File: config.mk
export PLATFORM = sky130hd
export DESIGN_NAME = dsp_cond_flags
export DESIGN_NICKNAME = d
export VERILOG_FILES = /design/src/rtl/dcf_pkg.sv /design/src/rtl/dcf_arith.sv /design/src/rtl/dcf_flag_eval.sv /design/src/rtl/dcf_cond_sel.sv /design/src/rtl/dsp_cond_flags.sv
export SDC_FILE = /design/constraint.sdc
export NUM_CORES = 1
export LEC_CHECK = 0
export CAP_MARGIN = 10
export CORE_UTILIZATION = 50
export CTS_CLUSTER_DIAMETER = 150
export CTS_CLUSTER_SIZE = 14
export DETAILED_ROUTE_END_ITERATION = 8
export DONT_BUFFER_PORTS = 1
export SLEW_MARGIN = 20
export SYNTH_ARGS = -nofsm -noshare
export SYNTH_HDL_FRONTEND = slang
export SYNTH_HIERARCHICAL = 1
export SYNTH_SLANG_ARGS = --single-unit
File: constraint.sdc
create_clock -name clk -period 5.4 [get_ports clk]
set_clock_uncertainty 0.2 [all_clocks]
set_input_delay 1.08 -clock clk [delete_from_list [all_inputs] [get_ports clk]]
set_output_delay 1.08 -clock clk [all_outputs]
set_load 0.05 [all_outputs]
File: src/rtl/dcf_pkg.sv
package dcf_pkg;
    typedef enum logic [2:0] {
        OP_CMP  = 3'd0,
        OP_ADD  = 3'd1,
        OP_ADDC = 3'd2,
        OP_SUB  = 3'd3,
        OP_SUBC = 3'd4
    } alu_op_e;

    typedef enum logic [2:0] {
        CS_CARRY = 3'd0,
        CS_NEG   = 3'd1,
        CS_ZERO  = 3'd2,
        CS_OVF   = 3'd3,
        CS_GT    = 3'd4,
        CS_GE    = 3'd5,
        CS_RSV6  = 3'd6,
        CS_RSV7  = 3'd7
    } cond_sel_e;

    typedef struct packed {
        logic dc;
        logic n;
        logic z;
        logic v;
        logic gt;
    } flag_t;
endpackage

File: src/rtl/dcf_arith.sv
module dcf_arith #(
    parameter int OP_W    = 32,
    parameter int GUARD_W = 8,
    localparam int DP_W   = OP_W + GUARD_W
) (
    input  logic [OP_W-1:0] src1,
    input  logic [OP_W-1:0] src2,
    input  logic            is_sub,
    input  logic            cb_in,
    output logic [DP_W-1:0] res,
    output logic            cb_out,
    output logic            over_range,
    output logic            ov_low
);
    logic [DP_W-1:0] a_ext;
    logic [DP_W-1:0] b_ext;
    logic [DP_W-1:0] b_op;
    logic            c_in;
    logic            c_out;

    // guard-bit sign extension
    genvar g;
    generate
        for (g = 0; g < DP_W; g++) begin : g_ext
            if (g < OP_W) begin : g_lo
                assign a_ext[g] = src1[g];
                assign b_ext[g] = src2[g];
            end else begin : g_hi
                assign a_ext[g] = src1[OP_W-1];
                assign b_ext[g] = src2[OP_W-1];
            end
        end
    endgenerate

    always_comb begin
        b_op = is_sub ? ~b_ext : b_ext;
        c_in = is_sub ? ~cb_in : cb_in;
        {c_out, res} = {1'b0, a_ext} + {1'b0, b_op} + {{DP_W{1'b0}}, c_in};
        cb_out     = is_sub ? ~c_out : c_out;
        over_range = (a_ext[DP_W-1] == b_op[DP_W-1]) && (res[DP_W-1] != a_ext[DP_W-1]);
        ov_low     = (a_ext[OP_W-1] == b_op[OP_W-1]) && (res[OP_W-1] != a_ext[OP_W-1]);
    end
endmodule

File: src/rtl/dcf_flag_eval.sv
module dcf_flag_eval #(
    parameter int DP_W = 40
) (
    input  logic [DP_W-1:0] res,
    input  logic            over_range,
    input  logic            ov_low,
    output logic            neg,
    output logic            zero,
    output logic            ovf,
    output logic            sgt,
    output logic            sge
);
    logic sign_fixed;

    always_comb begin
        neg        = res[DP_W-1];
        zero       = (res == '0);
        ovf        = ov_low;
        sign_fixed = neg ^ over_range;
        sgt        = ~(sign_fixed | zero);
        sge        = ~sign_fixed;
    end
endmodule

File: src/rtl/dcf_cond_sel.sv
module dcf_cond_sel
    import dcf_pkg::*;
(
    input  logic [2:0] sel,
    input  logic       force_cb,
    input  logic       cb,
    input  logic       neg,
    input  logic       zero,
    input  logic       ovf,
    input  logic       sgt,
    input  logic       sge,
    output logic       dc
);
    cond_sel_e mode;

    always_comb begin
        mode = cond_sel_e'(sel);
        if (force_cb) begin
            dc = cb;
        end else begin
            unique case (mode)
                CS_CARRY: dc = cb;
                CS_NEG:   dc = neg;
                CS_ZERO:  dc = zero;
                CS_OVF:   dc = ovf;
                CS_GT:    dc = sgt;
                CS_GE:    dc = sge;
                CS_RSV6,
                CS_RSV7:  dc = 1'b0;
                default:  dc = 1'b0;
            endcase
        end
    end
endmodule

File: src/rtl/dsp_cond_flags.sv
module dsp_cond_flags
    import dcf_pkg::*;
#(
    parameter int OP_W    = 32,
    parameter int GUARD_W = 8,
    localparam int DP_W   = OP_W + GUARD_W
) (
    input  logic            clk,
    input  logic            rst_n,
    input  logic            op_valid,
    input  logic [2:0]      op_code,
    input  logic [2:0]      cond_sel,
    input  logic [OP_W-1:0] src1,
    input  logic [OP_W-1:0] src2,
    output logic [DP_W-1:0] result,
    output logic            flag_dc,
    output logic            flag_n,
    output logic            flag_z,
    output logic            flag_v,
    output logic            flag_gt
);
    flag_t           flags_q, flags_d;
    logic [DP_W-1:0] res_q, res_d;
    alu_op_e         op;
    logic            known_op;
    logic            is_sub;
    logic            chained;
    logic            cb_in;
    logic [DP_W-1:0] sum;
    logic            cb_out, over_range, ov_low;
    logic            neg, zero, ovf, sgt, sge, dc_new;

    always_comb begin
        op       = alu_op_e'(op_code);
        known_op = (op_code <= 3'd4);
        is_sub   = (op == OP_CMP) || (op == OP_SUB) || (op == OP_SUBC);
        chained  = (op == OP_ADDC) || (op == OP_SUBC);
        cb_in    = chained & flags_q.dc;
    end

    dcf_arith #(.OP_W(OP_W), .GUARD_W(GUARD_W)) arith_i (
        .src1(src1), .src2(src2), .is_sub(is_sub), .cb_in(cb_in),
        .res(sum), .cb_out(cb_out), .over_range(over_range), .ov_low(ov_low)
    );

    dcf_flag_eval #(.DP_W(DP_W)) eval_i (
        .res(sum), .over_range(over_range), .ov_low(ov_low),
        .neg(neg), .zero(zero), .ovf(ovf), .sgt(sgt), .sge(sge)
    );

    dcf_cond_sel sel_i (
        .sel(cond_sel), .force_cb(chained), .cb(cb_out),
        .neg(neg), .zero(zero), .ovf(ovf), .sgt(sgt), .sge(sge), .dc(dc_new)
    );

    always_comb begin
        flags_d = flags_q;
        res_d   = res_q;
        if (op_valid && known_op) begin
            flags_d = '{dc: dc_new, n: neg, z: zero, v: ovf, gt: sgt};
            if (op != OP_CMP) res_d = sum;
        end
    end

    always_ff @(posedge clk or negedge rst_n) begin
        if (!rst_n) begin
            flags_q <= '0;
            res_q   <= '0;
        end else begin
            flags_q <= flags_d;
            res_q   <= res_d;
        end
    end

    assign result  = res_q;
    assign flag_dc = flags_q.dc;
    assign flag_n  = flags_q.n;
    assign flag_z  = flags_q.z;
    assign flag_v  = flags_q.v;
    assign flag_gt = flags_q.gt;
endmodule

==> impl_metrics.yaml <==
cts:
  cts_sinks: 45
  htreeDepth: 2
  cts_tree: "built"
  numCtsBuffers: 5
  clk_pin_slew_ns: 0.10
  clkLatencyLatePin_ns: 0.31
  clk_path_buf_depth: 2
  cts-root-buf: "clkbuf_8"
layout:
  nets: 634
  diodes: 0
  drive_above_1_share_pct: 36.7
  post-route-util_pct: 63.6
  layoutNonFillerInstCount: 634
  synthToLayoutAreaGrowth_pct: 23.1
placement:
  globalplace.congestion: 0.893
  port_buffers: 0
  post-dp-hpwl_um: 8430
  dp_worst_setup_slack_ns: -0.235
  place_inst: 610
setup_path:
  critPathLaunchType: "primary input"
  path_buf_inv: 1
  cp.required_ns: 5.41
  reg2reg_depth: 18
  cp-end-kind: "flip-flop"
  crit_type: "in -> reg"
  worstPathMaxFanout: 5
  cp-startpoint: "op_code[2]"
  r2r_start: "flag_dc"
  crit_arrival_ns: 5.24
  critPathMaxStageDelay_ns: 0.37
  crit_family: "compound AO/OA/AOI/OAI gates"
  crit_chain: "nand3b_1 -> o21ai_4 -> buf_4 -> xnor2_2 -> fa_2 -> fa_2 -> nand2b_1 -> a21oi_2 -> o21ai_2 -> o21ai_2 -> and3_4 -> a21oi_1 -> xnor2_2 -> nor4_2 -> nand4_1 -> o31a_1 -> mux2i_1 -> nor3b_1 -> o41a_1 -> mux2_2"
  path_depth: 20
  cp_slowest_cell: "fa_2"
routing:
  wirelength_um: 10700
  drc: 0
  dr_total_vias: 3584
  vias_per_cell: 5.65
  routedWlPerCell_um: 16.9
  drt-initial-drc-count: 89
  drt_first_pass_iters: 4
  drt.antenna.violating_nets: 0
grt:
  grt_pass1_vias: 3476
  overflow: 0
  grt_usage_pct: 24.1
  grt_pass1_wl_um: 16800
  antenna_found_initial: 0
  grt_max_degree: 46
synth:
  ys_types: 66
  avgSynthCellArea_sq_um: 9.59
  ys_seq_area_share_pct: 26.5
  async_flop_share_pct: 100
  syn-instance-count: 443
  netlist_area_sq_mm: 0.00425
  ys.flop_type: "dfrtp_1"
  synth_edf_count: 0
  syn-num-nets: 549
  yosysWarningCount: 6
  synth-seq-cells: 45
worst_hold_path:
  min_path_type: "in -> async"
status:
  outcome: "finished clean"
sta:
  finalHoldViolCount: 0
  setup_tns_ns: 0
  fin_ws_ns: 0.163
  fmax_ghz: 0.191
  fin_crit_ns: 5.24
  setup_viol: 0
  tightest_slew_ns: 1.01
  finalCritPeriodShare_pct: 97.0
  hold_ws_ns: 0.248
  relSlewSlack_pct: 32.4
  drv_slew: 0
floorplan:
  dieHeight_um: 94.2
  initial_core_util_pct: 51.7
  die-area_sq_mm: 0.00887
  row_count: 33
  die_width_um: 94.2
  ios: 118
  coreArea_sq_mm: 0.00822
pwr:
  p_leak_nw: 2.39
  peakVddDrop_mv: 0.205
  powerDensity_mw_per_mm2: 437
run:
  maxCapViolCount: 0
-- area by class of cell --
type / count / area, sq um
Multi-Input combinational cell: 362 / 3020
Sequential cell: 45 / 1130
Tap cell: 105 / 131
Clock buffer: 5 / 68.8
Fill cell: 725 / 2990
Clock inverter: 3 / 25.0
Inverter: 15 / 56.3
Timing Repair Buffer: 99 / 798
-- cell families after synthesis --
family	count (synthesis)	share of synthesized area [%]
AO/OA/AOI/OAI	112	18.3
XOR/XNOR	66	13.6
adder cells (fa/ha/maj)	33	10.1
buffers and inverters	36	5.10
flip-flops	45	26.5
multiplexers	49	13.0
AND/OR/NAND/NOR	102	13.5
-- report_power, final --
part	leakage [nW]	internal, mW	switching, mW
registers	0.538	0.476	0.636
clock network	0.0447	0.0938	0.137
logic	1.81	0.504	0.438
total	2.39	1.07	1.21
-- placed cells by master, fill, tap and decap left out, types with 5 or more instances in the layout --
| cell type | Yosys | routed |
|---|---|---|
| buf_4 | 5 | 95 |
| nand2_1 | 22 | 22 |
| xor2_1 | 42 | 41 |
| nor2_1 | 17 | 17 |
| inv_1 | 15 | 15 |
| dfrtp_1 | 45 | 45 |
| o21bai_1 | 5 | 5 |
| a21oi_1 | 28 | 25 |
| a31oi_1 | 7 | 7 |
| ha_1 | 31 | 30 |
| a21o_1 | 11 | 11 |
| nor4_2 | 4 | 5 |
| nand3_1 | 6 | 6 |
| nor3_1 | 8 | 7 |
| nand2b_1 | 5 | 5 |
| o21ai_0 | 23 | 18 |
| mux2_2 | 45 | 45 |
| clkbuf_8 | 0 | 5 |
| nor4_1 | 7 | 6 |
| nand4_1 | 11 | 11 |
| o21ai_1 | 3 | 5 |
| xnor2_1 | 24 | 22 |
-- cells in the mapped netlist (all sizes together) (13+ instances only) --
| master | count | area (sq um) |
|---|---|---|
| a21o | 13 | 100 |
| a21oi | 30 | 165 |
| buf | 18 | 148 |
| dfrtp | 45 | 1130 |
| ha | 31 | 388 |
| inv | 15 | 56.3 |
| mux2 | 46 | 522 |
| nand2 | 23 | 88.8 |
| nor2 | 17 | 63.8 |
| o21ai | 28 | 148 |
| xnor2 | 24 | 210 |
| xor2 | 42 | 368 |
-- registers in the layout, summed over array words and instances, names as in the netlist --
register  count
flag_dc       1
flag_gt       1
flag_n        1
flag_v        1
flag_z        1
result       40
-- stage by stage --
stage | cell area, sq um | power (mW)
2_1_floorplan | 4280 | 1.70
3_3_place_gp | 4890 | 1.99
3_5_place_dp | 4890 | 2.02
4_1_cts | 4990 | 2.25
5_1_grt | 5230 | 2.42
6_report | 5230 | 2.29
-- layer usage --
layer	wire length (um)	share of wire, %	global-route usage (%)	vias up
met3	571	5.3	5.02	14
li1	-	-	-	1781
met2	5280	49	40.8	99
met4	125	1.2	5.51	0
met1	4710	44	31.2	1690
met5	0	0	0	-
-- path summary, 6_finish.rpt --
path	end	slack (ns)
worst max register to register	flag_dc	0.84
max in group asynchronous	result[2]	4.66
min in group clk	flag_dc	0.55
worst min register to register	flag_dc	0.55
worst max-delay path	flag_dc	0.16
worst min-delay path	result[21]	0.25
-- worst register-to-register path: cells and delay by family, from the launching register on --
family / cells / cell delay [ns]
compound gates: 6 / 1.28
fa+ha+maj: 2 / 0.70
simple gates: 6 / 1.19
xor+xnor: 2 / 0.30
mux: 2 / 0.39
flops: 1 / 0.39
-- timing repair --
item                       CTS  global route
buffers inserted             0            16
setup endpoints to repair    0             1
hold buffers                 0             0
resized for setup            0            21
Note: power is estimated with default switching activity, not from simulation.
